## src/rtl/fpm_seq_pkg.sv

```systemverilog
package fpm_seq_pkg;

    typedef enum logic [3:0] {
        ST_PRE,
        ST_IDLE,
        ST_ROW,
        ST_RCD,
        ST_COL,
        ST_CAS,
        ST_PAGE,
        ST_CBR_CAS,
        ST_CBR_RAS
    } seq_state_e;

    function automatic int max_int(input int a, input int b);
        return (a > b) ? a : b;
    endfunction

endpackage

```

## src/rtl/fpm_wait_counter.sv

```systemverilog
module fpm_wait_counter #(
    parameter int CW        = 4,
    parameter int RESET_VAL = 0
) (
    input  logic          clk,
    input  logic          rst_n,
    input  logic          load,
    input  logic [CW-1:0] load_val,
    output logic          done
);

    logic [CW-1:0] cnt_q;

    always_ff @(posedge clk or negedge rst_n) begin
        if (!rst_n) begin
            cnt_q <= CW'(RESET_VAL);
        end else if (load) begin
            cnt_q <= load_val;
        end else if (cnt_q != '0) begin
            cnt_q <= cnt_q - 1'b1;
        end
    end

    assign done = (cnt_q == '0);

endmodule

```

## src/rtl/fpm_refresh_timer.sv

```systemverilog
module fpm_refresh_timer #(
    parameter int INTERVAL = 100
) (
    input  logic clk,
    input  logic rst_n,
    input  logic ack,
    output logic pending
);

    localparam int TW = $clog2(INTERVAL + 1);

    logic [TW-1:0] tick_q;
    logic          pend_q;

    always_ff @(posedge clk or negedge rst_n) begin
        if (!rst_n) begin
            tick_q <= TW'(INTERVAL - 1);
            pend_q <= 1'b0;
        end else begin
            if (tick_q == '0) begin
                tick_q <= TW'(INTERVAL - 1);
            end else begin
                tick_q <= tick_q - 1'b1;
            end
            // a new tick outranks an acknowledge in the same cycle
            if (tick_q == '0) begin
                pend_q <= 1'b1;
            end else if (ack) begin
                pend_q <= 1'b0;
            end
        end
    end

    assign pending = pend_q;

endmodule

```

## src/rtl/fpm_dram_seq.sv

```systemverilog
module fpm_dram_seq
    import fpm_seq_pkg::*;
#(
    parameter int ROW_W      = 13,
    parameter int COL_W      = 11,
    parameter int DATA_W     = 4,
    parameter int T_RP       = 3,
    parameter int T_RCD      = 2,
    parameter int T_CAS      = 2,
    parameter int T_CSR      = 1,
    parameter int T_RAS_CBR  = 4,
    parameter int T_RAS_MAX  = 1000,
    parameter int REF_PERIOD = 6400000,
    localparam int ADDR_W    = (ROW_W > COL_W) ? ROW_W : COL_W
) (
    input  logic              clk,
    input  logic              rst_n,
    input  logic              req_valid,
    output logic              req_ready,
    input  logic              req_write,
    input  logic [ROW_W-1:0]  req_row,
    input  logic [COL_W-1:0]  req_col,
    input  logic [DATA_W-1:0] req_wdata,
    output logic              rd_valid,
    output logic [DATA_W-1:0] rd_data,
    output logic              ras_n,
    output logic              cas_n,
    output logic              we_n,
    output logic              oe_n,
    output logic [ADDR_W-1:0] addr,
    output logic [DATA_W-1:0] dq_out,
    output logic              dq_oe,
    input  logic [DATA_W-1:0] dq_in
);

    localparam int ROWS         = 1 << ROW_W;
    localparam int REF_INTERVAL = REF_PERIOD / (ROWS + 1);
    localparam int WAIT_MAX     = max_int(max_int(max_int(T_RP, T_RCD),
                                                  max_int(T_CAS, T_CSR)), T_RAS_CBR);
    localparam int WCW          = $clog2(WAIT_MAX + 1);
    localparam int AGE_W        = $clog2(T_RAS_MAX + 1);
    // last row-strobe age at which one more column access still fits
    localparam int HIT_LIMIT    = T_RAS_MAX - T_CAS - 3;

    seq_state_e        state_q;
    seq_state_e        nxt;
    logic              wait_done;
    logic              wait_load;
    logic [WCW-1:0]    wait_val;
    logic              ref_pend;
    logic              ref_ack;
    logic              accept;
    logic              row_hit;
    logic              page_ok;
    logic [ROW_W-1:0]  row_q;
    logic [COL_W-1:0]  col_q;
    logic              wr_q;
    logic [DATA_W-1:0] wdata_q;
    logic [AGE_W-1:0]  age_q;
    logic              rd_valid_q;
    logic [DATA_W-1:0] rd_data_q;

    fpm_wait_counter #(
        .CW        (WCW),
        .RESET_VAL (T_RP - 1)
    ) u_wait (
        .clk      (clk),
        .rst_n    (rst_n),
        .load     (wait_load),
        .load_val (wait_val),
        .done     (wait_done)
    );

    fpm_refresh_timer #(
        .INTERVAL (REF_INTERVAL)
    ) u_refresh (
        .clk     (clk),
        .rst_n   (rst_n),
        .ack     (ref_ack),
        .pending (ref_pend)
    );

    assign row_hit = (req_row == row_q);
    assign page_ok = (age_q <= AGE_W'(HIT_LIMIT));

    // handshake and transitions
    always_comb begin
        req_ready = 1'b0;
        nxt       = state_q;
        unique case (state_q)
            ST_PRE: begin
                if (wait_done) nxt = ST_IDLE;
            end
            ST_IDLE: begin
                req_ready = !ref_pend;
                if (ref_pend) begin
                    nxt = ST_CBR_CAS;
                end else if (req_valid) begin
                    nxt = ST_ROW;
                end
            end
            ST_ROW: nxt = ST_RCD;
            ST_RCD: begin
                if (wait_done) nxt = ST_COL;
            end
            ST_COL: nxt = ST_CAS;
            ST_CAS: begin
                if (wait_done) nxt = ST_PAGE;
            end
            ST_PAGE: begin
                req_ready = !ref_pend && row_hit && page_ok;
                if (req_valid && req_ready) begin
                    nxt = ST_COL;
                end else if (ref_pend || !page_ok || req_valid) begin
                    nxt = ST_PRE;
                end
            end
            ST_CBR_CAS: begin
                if (wait_done) nxt = ST_CBR_RAS;
            end
            ST_CBR_RAS: begin
                if (wait_done) nxt = ST_PRE;
            end
            default: nxt = ST_PRE;
        endcase
    end

    assign accept    = req_valid && req_ready;
    assign ref_ack   = (state_q == ST_IDLE) && (nxt == ST_CBR_CAS);
    assign wait_load = (nxt != state_q);

    always_comb begin
        unique case (nxt)
            ST_PRE:     wait_val = WCW'(T_RP - 1);
            ST_RCD:     wait_val = WCW'(T_RCD - 1);
            ST_CAS:     wait_val = WCW'(T_CAS - 1);
            ST_CBR_CAS: wait_val = WCW'(T_CSR - 1);
            ST_CBR_RAS: wait_val = WCW'(T_RAS_CBR - 1);
            default:    wait_val = '0;
        endcase
    end

    always_ff @(posedge clk or negedge rst_n) begin
        if (!rst_n) begin
            state_q <= ST_PRE;
        end else begin
            state_q <= nxt;
        end
    end

    always_ff @(posedge clk or negedge rst_n) begin
        if (!rst_n) begin
            row_q   <= '0;
            col_q   <= '0;
            wr_q    <= 1'b0;
            wdata_q <= '0;
        end else if (accept) begin
            row_q   <= req_row;
            col_q   <= req_col;
            wr_q    <= req_write;
            wdata_q <= req_wdata;
        end
    end

    // cycles the row strobe has already been low in this activation
    always_ff @(posedge clk or negedge rst_n) begin
        if (!rst_n) begin
            age_q <= '0;
        end else if (ras_n) begin
            age_q <= '0;
        end else if (age_q != AGE_W'(T_RAS_MAX)) begin
            age_q <= age_q + 1'b1;
        end
    end

    always_ff @(posedge clk or negedge rst_n) begin
        if (!rst_n) begin
            rd_valid_q <= 1'b0;
            rd_data_q  <= '0;
        end else begin
            rd_valid_q <= (state_q == ST_CAS) && wait_done && !wr_q;
            if ((state_q == ST_CAS) && wait_done && !wr_q) begin
                rd_data_q <= dq_in;
            end
        end
    end

    assign rd_valid = rd_valid_q;
    assign rd_data  = rd_data_q;
    assign dq_out   = wdata_q;

    // memory pins as a function of the state
    always_comb begin
        ras_n = 1'b1;
        cas_n = 1'b1;
        we_n  = 1'b1;
        oe_n  = 1'b1;
        dq_oe = 1'b0;
        addr  = '0;
        unique case (state_q)
            ST_ROW: begin
                addr = ADDR_W'(row_q);
            end
            ST_RCD: begin
                ras_n = 1'b0;
                addr  = ADDR_W'(row_q);
            end
            ST_COL: begin
                ras_n = 1'b0;
                addr  = ADDR_W'(col_q);
                we_n  = !wr_q;
                dq_oe = wr_q;
            end
            ST_CAS: begin
                ras_n = 1'b0;
                cas_n = 1'b0;
                addr  = ADDR_W'(col_q);
                we_n  = !wr_q;
                dq_oe = wr_q;
                oe_n  = wr_q;
            end
            ST_PAGE: begin
                ras_n = 1'b0;
                addr  = ADDR_W'(col_q);
            end
            ST_CBR_CAS: begin
                cas_n = 1'b0;
            end
            ST_CBR_RAS: begin
                ras_n = 1'b0;
                cas_n = 1'b0;
            end
            default: begin
                ras_n = 1'b1;
            end
        endcase
    end

endmodule

```

## config.mk

```make
export PLATFORM = sky130hd
export DESIGN_NAME = fpm_dram_seq
export DESIGN_NICKNAME = d
export VERILOG_FILES = /design/src/rtl/fpm_seq_pkg.sv /design/src/rtl/fpm_wait_counter.sv /design/src/rtl/fpm_refresh_timer.sv /design/src/rtl/fpm_dram_seq.sv
export SDC_FILE = /design/constraint.sdc
export NUM_CORES = 1
export LEC_CHECK = 0
export BUFFER_PORTS_ARGS = -buffer_cell sky130_fd_sc_hd__buf_2
export CORE_UTILIZATION = 59
export DETAILED_ROUTE_END_ITERATION = 8
export PLACE_DENSITY = 0.94
export SLEW_MARGIN = 20
export SYNTH_ARGS = -nofsm -noshare
export SYNTH_HDL_FRONTEND = slang
export SYNTH_SLANG_ARGS = --single-unit
```

## constraint.sdc

```tcl
create_clock -name clk -period 4.3 [get_ports clk]
set_clock_uncertainty 0.15 [all_clocks]
set_input_delay 0.43 -clock clk [delete_from_list [all_inputs] [get_ports clk]]
set_output_delay 0.43 -clock clk [all_outputs]
set_load 0.02 [all_outputs]
```

* Word-level counts from Yosys, hierarchy flattened
Index checks and enable logic that the tools add are counted.
** Cells by class
- Muxes and demuxes :: 25
- Equality and inequality tests :: 16
- Reduce and logical (&&, ||, !) cells :: 25
- Magnitude comparators :: 1
- Add/sub/neg operators :: 3
** Operators by type and width (count)
- two-way mux 4 bit :: 9
- one-hot mux 4 bit (9 select lines) :: 1
- two-way mux 10 bit :: 3
- one-hot mux 13 bit (2 select lines) :: 1
- equality test 4 x 3 -> 1 bit, second input constant :: 6
- equality test 13 bit :: 1
- equality test 4 x 2 -> 1 bit, second input constant :: 3
- adder 10 x 1 -> 10 bit, second input constant :: 1
- <= comparator 10 bit, second input constant :: 1
- logical NOT 10 bit :: 1
- inequality test 10 bit, second input constant :: 1
- subtractor 10 x 1 -> 10 bit, second input constant :: 1
- equality test 4 bit, second input constant :: 2
- logical NOT 4 bit :: 2
- logical AND 1 bit :: 7
- two-way mux 1 bit :: 7
- two-way mux 3 bit :: 2
- one-hot mux 2 bit (3 select lines) :: 1
- OR reduction 2 bit :: 3
- OR reduction 3 bit :: 2
- OR reduction 5 bit :: 1
- equality test 4 x 1 -> 1 bit, second input constant :: 1
- inequality test 4 bit :: 1
- nonzero test 2 bit :: 2
- 7 further kinds :: 10
** Storage, ports and cells
- Output and inout port bits :: 28
- Logic and storage cells :: 81
- Input port bits :: 36
- Flip-flop bits (word level) :: 62

* Depth between registers and ports, before layout
Gate-level depths: netlist of the first run.
- Depth in word-level cells :: 11
- Gate-level depth with buffers :: 9
- Mapped depth without buffers :: 8

* By module
From an unflattened synthesis of the first run, not the netlist that was laid out.
** Second synthesis, totals
- Cell total of the unflattened synthesis :: 301
- Area total of the unflattened synthesis :: 3255.6 sq um
** By module, submodules not included
- fpm_dram_seq :: area an instance 2512.4 sq um, instances 1, cells an instance 230
- fpm_refresh_timer :: area an instance 541.8 sq um, instances 1, cells an instance 50
- fpm_wait_counter :: area an instance 201.4 sq um, instances 1, cells an instance 21

* Worst setup path after synthesis of the first run
OpenSTA, ideal clock, no wires.
- Kind :: flip-flop to flip-flop
- Start point :: register u_wait.cnt_q[1]
- End point :: register u_wait.cnt_q[1]
- Buffers on the path :: 1
- Cell stages (with the launch flop) :: 10
- Required time :: 4.053 ns
- Slack :: 2.066 ns
- Arrival :: 1.986 ns
- Setup time :: 0.097 ns
- Clock period less this slack :: 2.234 ns
- Path through :: dfstp_2 -> inv_1 -> ha_1 -> nor2b_1 -> buf_2 -> mux2i_1 -> o22a_1 -> nor2_1 -> or3_1 -> o41ai_2
** Between the ends
- Cells in the longest elaborated chain, start to end :: 7
- Elaborated cells on any way between the ends :: 19
- Classes of those cells :: add/sub: 1; eq/ne: 4; mux: 9; reduce/logical: 5
** RTL lines
- from (decl) :: RTL line fpm_wait_counter.sv:12 : logic [CW-1:0] cnt_q;
- from (signal assigned) :: RTL line fpm_wait_counter.sv:16 : cnt_q <= CW'(RESET_VAL);
- from (signal assigned) :: RTL line fpm_wait_counter.sv:18 : cnt_q <= load_val;
- from (signal assigned) :: RTL line fpm_wait_counter.sv:20 : cnt_q <= cnt_q - 1'b1;
- logical NOT 3 bit * :: RTL line fpm_wait_counter.sv:24 : assign done = (cnt_q == '0);
- two-way mux 4 bit (on tied branches)
- one-hot mux 4 bit (9 select lines) * :: RTL line fpm_dram_seq.sv:90 : unique case (state_q)
- via nxt[2] :: RTL line fpm_dram_seq.sv:46 : seq_state_e nxt;
- equality test 4 x 3 -> 1 bit or equality test 4 x 2 -> 1 bit (tied branches) :: RTL line fpm_dram_seq.sv:133 : unique case (nxt)
- OR reduction 2 bit (no source line)
- one-hot mux 2 bit (3 select lines) :: RTL line fpm_dram_seq.sv:133
- two-way mux 3 bit :: RTL line fpm_wait_counter.sv:17 : end else if (load) begin
The timed path passes the listed nets; every way through them passes the cells marked *. The select of a mux whose other input is x is not followed.
A chain may end at the register's enable or synchronous reset.

* Worst setup path in the final report of the first run
- Start point :: register state_q[3]
- End point :: output port addr[2]
** Between the ends
- Cells in the longest elaborated chain, start to end :: 3
- Elaborated cells on any way between the ends :: 8
- Classes of those cells :: eq/ne: 5; mux: 1; reduce/logical: 2
** RTL lines
- from (decl) :: RTL line fpm_dram_seq.sv:45 : seq_state_e state_q;
- from (signal assigned) :: RTL line fpm_dram_seq.sv:147 : state_q <= nxt;
- equality test 4 x 3 -> 1 bit or equality test 4 x 2 -> 1 bit (tied branches) :: RTL line fpm_dram_seq.sv:200 : unique case (state_q)
- OR reduction 3 bit (no source line) or OR reduction 2 bit (tied branches)
- one-hot mux 13 bit (2 select lines) * :: RTL line fpm_dram_seq.sv:200
- to (decl) :: RTL line fpm_dram_seq.sv:30 : output logic [ADDR_W-1:0] addr,
Every way passes the cells marked *; elsewhere a longest branch is shown, timed or not.

==> results of run 1 <==
==> worst max path at each step <==
stage / startpoint / to / slack (ns) / depth (start not counted)
finish: state_q[3]$_DFF_PN0_ / addr[2] / 1.27 / 5
global placement: state_q[0]$_DFF_PN0_ / ras_n / 1.85 / 4
floorplan: u_wait.cnt_q[1]$_DFFE_PN1P_ / u_wait.cnt_q[1]$_DFFE_PN1P_ / 2.07 / 9
detailed placement: state_q[3]$_DFF_PN0_ / addr[2] / 1.70 / 5
global route: state_q[3]$_DFF_PN0_ / addr[6] / 1.13 / 5
CTS: state_q[3]$_DFF_PN0_ / addr[2] / 1.30 / 5
==> critical path, delay by kind of cell (launching register included) <==
family                 cells  cell delay (ns)
flip-flops                 1             0.44
AND/OR/NAND/NOR            1             0.15
buffers and inverters      2             0.43
AO/OA/AOI/OAI              2             1.09
==> layout make-up <==
cell class                 count  area (sq um)
sequential                    62          1558
multi-input combinational    204          1523
fill                         353          1466
timing repair buffer          66         337.8
clock buffer                  10         127.6
tap                           70         87.58
inverter                      12         45.04
clock inverter                 5         27.53
==> cell usage in the layout (no fill, tap or decap), types with 2 or more instances in the layout <==
cell type	instances
nor3_2	2
mux2_2	13
nor3_1	11
buf_2	63
dfrtp_1	57
nor2b_1	4
mux2i_1	2
nand2b_1	3
nand3_1	9
or4_1	2
nand2_1	9
o21ai_0	4
a22o_1	11
and3_1	6
dfstp_2	5
ha_1	5
xor2_1	14
or3_1	6
xnor2_1	13
a21oi_1	14
clkbuf_8	9
nand4_1	2
nand3b_1	2
clkinv_2	4
a21o_1	3
o21bai_1	2
mux2_1	21
nor4_1	2
inv_1	11
nor2_1	25
buf_4	3
==> power groups by stage <==
stage          logic, uW  registers, uW  clock network (uW)
6_report            1260            981                 421
5_1_grt             1380           1010                 452
4_1_cts             1270            978                 429
3_5_place_dp        1260            986                   0
3_3_place_gp        1210            969                   0
2_1_floorplan        938            964                   0
==> cells by family (layout without fill, tap and decap cells) <==
family / Yosys count / count (layout) / share of synthesized area (%)
AO/OA/AOI/OAI: 46 / 46 / 10.78
buffers and inverters: 22 / 93 / 3.450
AND/OR/NAND/NOR: 90 / 90 / 14.94
multiplexers: 36 / 36 / 12.63
adder cells (fa/ha/maj): 5 / 5 / 1.961
XOR/XNOR: 27 / 27 / 7.412
flip-flops: 62 / 62 / 48.82
==> layer usage <==
layer | up-vias | wire [microns] | part of all wire (%)
met5 | - | 0 | 0
met3 | 12 | 382 | 5.6
met2 | 84 | 3523 | 51
li1 | 1147 | - | -
met4 | 0 | 123 | 1.8
met1 | 1214 | 2821 | 41
==> state kept, by name, summed over array words and instances (netlist names) <==
name / flops
u_wait.cnt_q: 3
u_refresh.tick_q: 10
row_q: 13
rd_valid: 1
age_q: 10
u_refresh.pending: 1
dq_out: 4
col_q: 11
state_q: 4
wr_q: 1
rd_data: 4
==> through the flow <==
stage / hold WS (ns) / power [uW]
CTS: 0.1301 / 2673
detailed placement: 0.3187 / 2243
global route: 0.1332 / 2839
floorplan: -0.01559 / 1903
global placement: 0.2907 / 2176
finish: 0.09374 / 2665
==> flow_metrics.tcl, run 1 <==
set metrics [dict create \
    rr_worst_depth 8 \
    grt_first_pass_wirelength_mm 10.95 \
    finalSetupTns_ns 0 \
    port_buffers 63 \
    ys_types 51 \
    async_flop_share_pct 100.0 \
    post_cts_resize_count 0 \
    dieArea_sq_um 5706 \
    cp-start-kind "flip-flop" \
    met2_usage_pct 43.65 \
    post-place-cells 414 \
    critPathMaxStageDelay_ns 0.83 \
    worstPathCellList "inv_1, nand2_1, a21oi_1, a22o_1, buf_2" \
    pwr-share-clk_pct 15.8 \
    synthFlopType "dfrtp_1" \
    drt-initial-drc-count 245 \
    cts-buffers-inserted 9 \
    synth-warning-count 0 \
    setup_viol 0 \
    fmax_mhz 329.7 \
    endpoint_kind "output port" \
    crit_path_top_delay_cell "a21oi_1" \
    r2r-end "u_wait.cnt_q[0]$_DFFE_PN0P_" \
    synth_edf_count 0 \
    worst_slack_ns 1.267 \
    final_util_pct 71.65 \
    drc 0 \
    cellLeakagePower_uw 0.001764 \
    cts_tree "built" \
    grt_overflow 0 \
    wire_per_inst_microns 15.97 \
    p_comb_share_pct 47.4 \
    worstMarginPinSlew_ns 1.054 \
    rsz0062_at_grt "false" \
    top_usage_layer "met2" \
    stdcell_area_sq_um 3706 \
    layoutNonFillerInstCount 429 \
    dpl.hpwl_mm 4.922 \
    cp.arrival_ns 2.45 \
    drive_gt1_share_pct 30.08 \
    period_share_pct 70.54 \
    io_pins 64 \
    clk_latency_ns 0.34 \
    num_rows 26 \
    post_cts_buffers 0 \
    syn_nets 329 \
    area_growth_pct 16.16 \
    ir_drop_mv 0.3802 \
    grt_pass1_vias 2406 \
    ys_top_cells_by_count "dfrtp_1, nor2_1, mux2_1" \
    synth.avg_cell_area_sq_um 11.08 \
    vias 2457 \
    core-area_sq_um 5172 \
    die_h_microns 75.54 \
    status "complete, no violations" \
    power_frac_seq_pct 36.8 \
    crit_type "flip-flop to output port" \
    dpl_cell_area_sq_um 3551 \
    routed_wl_mm 6.850 \
    syn_inst 288 \
    period_minus_slack_ns 3.033 \
    grt_use_total_pct 26.51 \
    p_int_uw 1540 \
    worstReg2RegStart "u_wait.cnt_q[0]$_DFFE_PN0P_" \
    fin_nets 396 \
    cts.path.max_buffers 2 \
    use_met1_pct 32.98 \
    synth.area.top_cells "dfrtp_1, mux2_1, mux2_2" \
    rrSetupSlack_ns 1.76 \
    grt_max_degree 63 \
    die_x_microns 75.54 \
    path_max_fanout 11 \
    start_util_pct 61.68 \
    ant_nets 0 \
    hold_buffers 0 \
    syn_area_sq_um 3191 \
    max_slew_margin_pct 29.76 \
    gp_congestion 0.9511 \
    drv_cap 0 \
    pre_cts_ws_ns 1.700 \
    antenna_found_initial 0 \
    drt_pass1_iterations 4 \
    p_sw_share_pct 42.22 \
    switchingPower_uw 1125 \
    cts_sinks 62 \
    use_met3_pct 7.011 \
    diodes 0 \
    ys_seq_area_share_pct 48.82 \
    power.density_nw_per_um2 719.2 \
    hold_class "primary input to async pin" \
    clk_pin_slew_ns 0.07 \
    h-tree-depth 3 \
    via_per_inst 5.727 \
    yosysMostFrequentCell "dfrtp_1" \
    required_ns 3.72 \
    hold_viol_final 0 \
    slew_violations 0 \
    ys_ff_latch 62 \
    yosys.area.top_type "dfrtp_1" \
    synth_top_area_share_pct 44.71 \
    clock-root-buffer "clkbuf_8" \
]
Power figures use the tool's default switching activity.
==> run 2: changes to the inputs <==
--- a/config.mk
+++ b/config.mk
@@ -6,9 +6,9 @@
 export NUM_CORES = 1
 export LEC_CHECK = 0
 export BUFFER_PORTS_ARGS = -buffer_cell sky130_fd_sc_hd__buf_2
-export CORE_UTILIZATION = 59
+export CORE_UTILIZATION = 50
 export DETAILED_ROUTE_END_ITERATION = 8
-export PLACE_DENSITY = 0.94
+export PLACE_DENSITY = 0.85
 export SLEW_MARGIN = 20
 export SYNTH_ARGS = -nofsm -noshare
 export SYNTH_HDL_FRONTEND = slang
==> constraint.sdc (replaced) <==
create_clock -name clk -period 2.7 [get_ports clk]
set_clock_uncertainty 0.15 [all_clocks]
set_input_delay 0.27 -clock clk [delete_from_list [all_inputs] [get_ports clk]]
set_output_delay 0.27 -clock clk [all_outputs]
set_load 0.02 [all_outputs]
==> run 2 against run 1 <==
Net effect: worst setup slack lost 1.1 ns; die area grew 18%; hold slack lost 0.082 ns; largest cell class unchanged.
==> flow_metrics.tcl, run 2 (same netlist as run 1, synthesis figures left out) <==
set metrics [dict create \
    hold_class "primary input to flip-flop" \
    final_util_pct 67.44 \
    drt_pass1_iterations 4 \
    drt-initial-drc-count 172 \
    clk_pin_slew_ns 0.07 \
    io_pins 64 \
    status "complete, no violations" \
    ant_nets 0 \
    fin_nets 418 \
    grt_overflow 0 \
    routed_wl_mm 7.849 \
    path_max_fanout 5 \
    port_buffers 63 \
    area_growth_pct 27.37 \
    cts_tree "built" \
    required_ns 2.28 \
    multiInputGateArea_sq_um 1529 \
    cp-start-kind "primary input" \
    via_per_inst 5.689 \
    cts-buffers-inserted 9 \
    crit_type "primary input to output port" \
    post_cts_buffers 0 \
    dpl.hpwl_mm 4.761 \
    cellLeakagePower_uw 0.001916 \
    ir_drop_mv 0.7429 \
    die_h_microns 81.88 \
    ff_latch_area_sq_um 1558 \
    drc 0 \
    cp.arrival_ns 2.10 \
    wire_per_inst_microns 17.18 \
    diodes 0 \
    reg_top3 "row_q: 13 flops, col_q: 11 flops" \
    hold_viol_final 0 \
    die_x_microns 81.88 \
    grt_pass1_vias 2670 \
    grt_use_total_pct 26.08 \
    antenna_found_initial 0 \
    setup_viol 0 \
    period_minus_slack_ns 2.520 \
    fillCellCount 438 \
    drv_cap 0 \
    most-common-layout-cells "buf_2, dfrtp_1, nor2_1, mux2_1, dlygate4sd3_1" \
    start_util_pct 52.95 \
    power.density_nw_per_um2 1185 \
    clock-root-buffer "clkbuf_8" \
    worstMarginPinSlew_ns 0.5326 \
    num_rows 28 \
    max_slew_margin_pct 64.30 \
    slew_violations 0 \
    rsz0062_at_grt "false" \
    h-tree-depth 3 \
    cts_sinks 62 \
    grt_max_degree 44 \
    finalSetupTns_ns 0 \
    rrSetupSlack_ns 0.27 \
    fmax_mhz 396.8 \
    endpoint_kind "output port" \
    largest_reg_flops 13 \
    cts.path.max_buffers 2 \
    drive_gt1_share_pct 29.58 \
    period_share_pct 93.34 \
    dieArea_sq_um 6704 \
    vias 2600 \
    top_register "row_q" \
    gp_congestion 0.8933 \
    clk_latency_ns 0.36 \
    final_common_cell "buf_2" \
    core-area_sq_um 6026 \
    grt_first_pass_wirelength_mm 12.70 \
]
==> run 2: per-layer routing <==
layer	wire length (microns)	track usage, %
met5	0	0
met4	329	14.21
met3	424	7.667
met2	4031	42.89
met1	3063	30.50
==> run 2: worst max-delay path, stage by stage <==
cell,delay [ns]
dlygate4sd3_1,0.54
buf_2,0.14
xor2_1,0.14
nor4_1,0.42
and3_4,0.31
or2_2,0.12
buf_2,0.16
==> run 2: area by class of cell <==
type	count	area share, %
Sequential cell	62	38.33
Multi-Input combinational cell	204	37.62
Timing Repair Buffer	88	13.98
Clock inverter	7	3.602
Clock buffer	9	3.048
Tap cell	75	2.309
Inverter	12	1.108
==> run 2: worst paths after layout <==
path	to	cells past startpoint	startpoint
max	req_ready	7	req_row[8]
min reg2reg	u_refresh.tick_q[0]$_DFF_PN0_	1	u_refresh.tick_q[0]$_DFF_PN0_
min	rd_data[1]$_DFFE_PN0P_	2	dq_in[1]
max reg2reg	u_wait.cnt_q[1]$_DFFE_PN1P_	8	u_wait.cnt_q[0]$_DFFE_PN0P_
max in group asynchronous	u_refresh.tick_q[4]$_DFF_PN0_	3	rst_n
min in group asynchronous	dq_out[3]$_DFFE_PN0P_	2	rst_n
==> run 2: what timing repair did <==
action,CTS,global route
setup endpoints to repair,0,3
gates resized for setup,0,2
hold buffers,20,1
endpoints found under the hold margin,33,1
==> run 2: power by group <==
part	internal (uW)	switching (uW)	total, uW
Sequential	1260	320	1580
Clock	711	395	1110
Combinational	924	1210	2130
==> run 2: stage by stage <==
step                      total power, uW  cell area [sq um]  instances  hold WS (ns)  worst slack, ns
after floorplan                      3030               3191        288       -0.1756           0.4664
after global placement               3486               3577        420       0.07457           0.2825
after detailed placement             3574               3577        420       0.07633           0.1742
after CTS                            4727               4048        456     0.0003982          0.02191
after global routing                 5084               4064        457      0.008787           0.1061
final                                4814               4064        457       0.01175           0.1798
==> run 3: changes to the inputs <==
--- a/config.mk
+++ b/config.mk
@@ -9,6 +9,7 @@
 export CORE_UTILIZATION = 50
 export DETAILED_ROUTE_END_ITERATION = 8
 export PLACE_DENSITY = 0.85
+export SETUP_SLACK_MARGIN = 0.2
 export SLEW_MARGIN = 20
 export SYNTH_ARGS = -nofsm -noshare
 export SYNTH_HDL_FRONTEND = slang
==> run 3 against run 2 <==
Net effect: cell area grew 0.52%; first-iteration DRC count grew 11%; clock-buffer cell count is the same; die area is the same; critical path type is now flip-flop to output port; global-route usage grew 0.096 points; combinational power is essentially flat; flip-flop and latch count is the same; largest cell class unchanged.
==> flow_metrics.tcl, run 3 (same netlist as run 1, synthesis figures left out) <==
set metrics [dict create \
    cts_sinks 62 \
    dpl.hpwl_mm 4.761 \
    port_buffers 63 \
    cp.arrival_ns 1.99 \
    io_pins 64 \
    finalSetupTns_ns 0 \
    grt_pass1_vias 2673 \
    grt_first_pass_wirelength_mm 12.71 \
    fmax_mhz 414.7 \
    largest_reg_flops 13 \
    required_ns 2.28 \
    dpl_cell_area_sq_um 3577 \
    endpoint_kind "output port" \
    clk_latency_ns 0.37 \
    period_share_pct 89.31 \
    final_common_cell "buf_2" \
    setup_viol 0 \
    grt_max_degree 44 \
    use_met3_pct 7.000 \
    cp-start-kind "flip-flop" \
    top_usage_layer "met2" \
    ir_drop_mv 0.7460 \
    met2_usage_pct 42.89 \
    period_minus_slack_ns 2.411 \
    crit_path_top_delay_cell "dfrtp_1" \
    fin_nets 418 \
    top_register "row_q" \
    slew_violations 0 \
    path_max_fanout 14 \
    cts-buffers-inserted 9 \
    die_x_microns 81.88 \
    drive_gt1_share_pct 30.37 \
    status "complete, no violations" \
    dieArea_sq_um 6704 \
    rsz0062_at_grt "false" \
    cellLeakagePower_uw 0.001920 \
    core-area_sq_um 6026 \
    use_met1_pct 30.57 \
    pre_cts_ws_ns 0.1742 \
    die_h_microns 81.88 \
    drt_pass1_iterations 5 \
    vias 2611 \
    num_rows 28 \
    wire_per_inst_microns 17.33 \
    hold_viol_final 0 \
    diodes 0 \
    fillCellCount 438 \
    routed_wl_mm 7.920 \
    drv_cap 0 \
    most-common-layout-cells "buf_2, dfrtp_1, nor2_1, mux2_1, dlygate4sd3_1" \
    drt-initial-drc-count 191 \
    clock-root-buffer "clkbuf_8" \
    worstPathCellList "nand2b_1, or3_1, nor2_1, or2_2, buf_2" \
    stdcell_area_sq_um 4085 \
    hold_class "primary input to flip-flop" \
    drc 0 \
    crit_type "flip-flop to output port" \
    max_slew_margin_pct 64.53 \
    clk_pin_slew_ns 0.07 \
    cts.path.max_buffers 2 \
    post_cts_buffers 0 \
    area_growth_pct 28.04 \
    critPathMaxStageDelay_ns 0.54 \
    ant_nets 0 \
    grt_overflow 0 \
    worstMarginPinSlew_ns 0.5321 \
    antenna_found_initial 0 \
    h-tree-depth 3 \
    grt_use_total_pct 26.18 \
    reg_top3 "row_q: 13 flops, col_q: 11 flops" \
    worst_slack_ns 0.2888 \
    gp_congestion 0.8933 \
    cts_tree "built" \
    power.density_nw_per_um2 1189 \
    via_per_inst 5.713 \
    start_util_pct 52.95 \
]
## run 3: changes by cell type in the layout (fill, tap and decap cells not counted)
cell,previous run,this run
dfrtp_1,57,55
dfrtp_2,0,2
a21oi_2,1,0
a21oi_4,0,1
nor2b_2,1,0
nor2b_4,0,1
nor4_1,2,1
nor4_2,0,1
## run 3: layout make-up
class | instances | area (sq um) | share of cell area [%]
inverter | 12 | 45.04 | 1.103
clock inverter | 7 | 146.4 | 3.583
clock buffer | 9 | 123.9 | 3.032
timing repair buffer | 88 | 568.0 | 13.91
multi-input combinational | 204 | 1548 | 37.89
tap | 75 | 93.84 | 2.297
sequential | 62 | 1560 | 38.19
## run 3: timing repair
item	CTS	global route
hold buffers	20	1
endpoints found under the setup margin	3	4
gates resized for setup	2	5
endpoints found under the hold margin	33	1
## run 3: metal layers
| layer | wire length (microns) | vias up |
|---|---|---|
| met1 | 2960 | 1264 |
| met5 | 0 | - |
| met2 | 4123 | 115 |
| met3 | 499 | 35 |
| li1 | - | 1197 |
| met4 | 337 | 0 |
## run 3: report_power, final
part | switching [uW] | total, uW | leakage, uW | internal, uW
clock | 404 | 1120 | 0.000134 | 711
sequential | 318 | 1580 | 0.000754 | 1260
combinational | 1220 | 2160 | 0.00103 | 940
## run 3: through the flow
step / power, uW / util (%) / cells / hold slack, ns
floorplan: 3030 / - / 288 / -0.1756
global placement: 3486 / 59.36 / 420 / 0.07457
detailed placement: 3574 / 59.36 / 420 / 0.07633
CTS: 4738 / 67.28 / 456 / 0.0003981
global route: 5123 / 67.79 / 457 / 0.003585
finish: 4858 / 67.79 / 457 / 0.0008276
## run 3: worst paths after layout
kind | slack [ns] | cells past startpoint | start | to
min reg2reg | 0.32 | 1 | u_refresh.tick_q[0]$_DFF_PN0_ | u_refresh.tick_q[0]$_DFF_PN0_
max in group asynchronous | 1.26 | 3 | rst_n | u_refresh.tick_q[4]$_DFF_PN0_
min | 0.0008 | 2 | dq_in[1] | rd_data[1]$_DFFE_PN0P_
max reg2reg | 0.34 | 8 | u_wait.cnt_q[0]$_DFFE_PN0P_ | u_wait.cnt_q[1]$_DFFE_PN1P_
max | 0.29 | 5 | state_q[1]$_DFF_PN0_ | req_ready
min in group asynchronous | 0.25 | 2 | rst_n | dq_out[3]$_DFFE_PN0P_
## run 3: worst max-delay path, delay by kind of cell (launching register included)
family        cells  cell delay (ns)
flops             1             0.54
simple gates      4             0.94
buf+inv           1             0.16
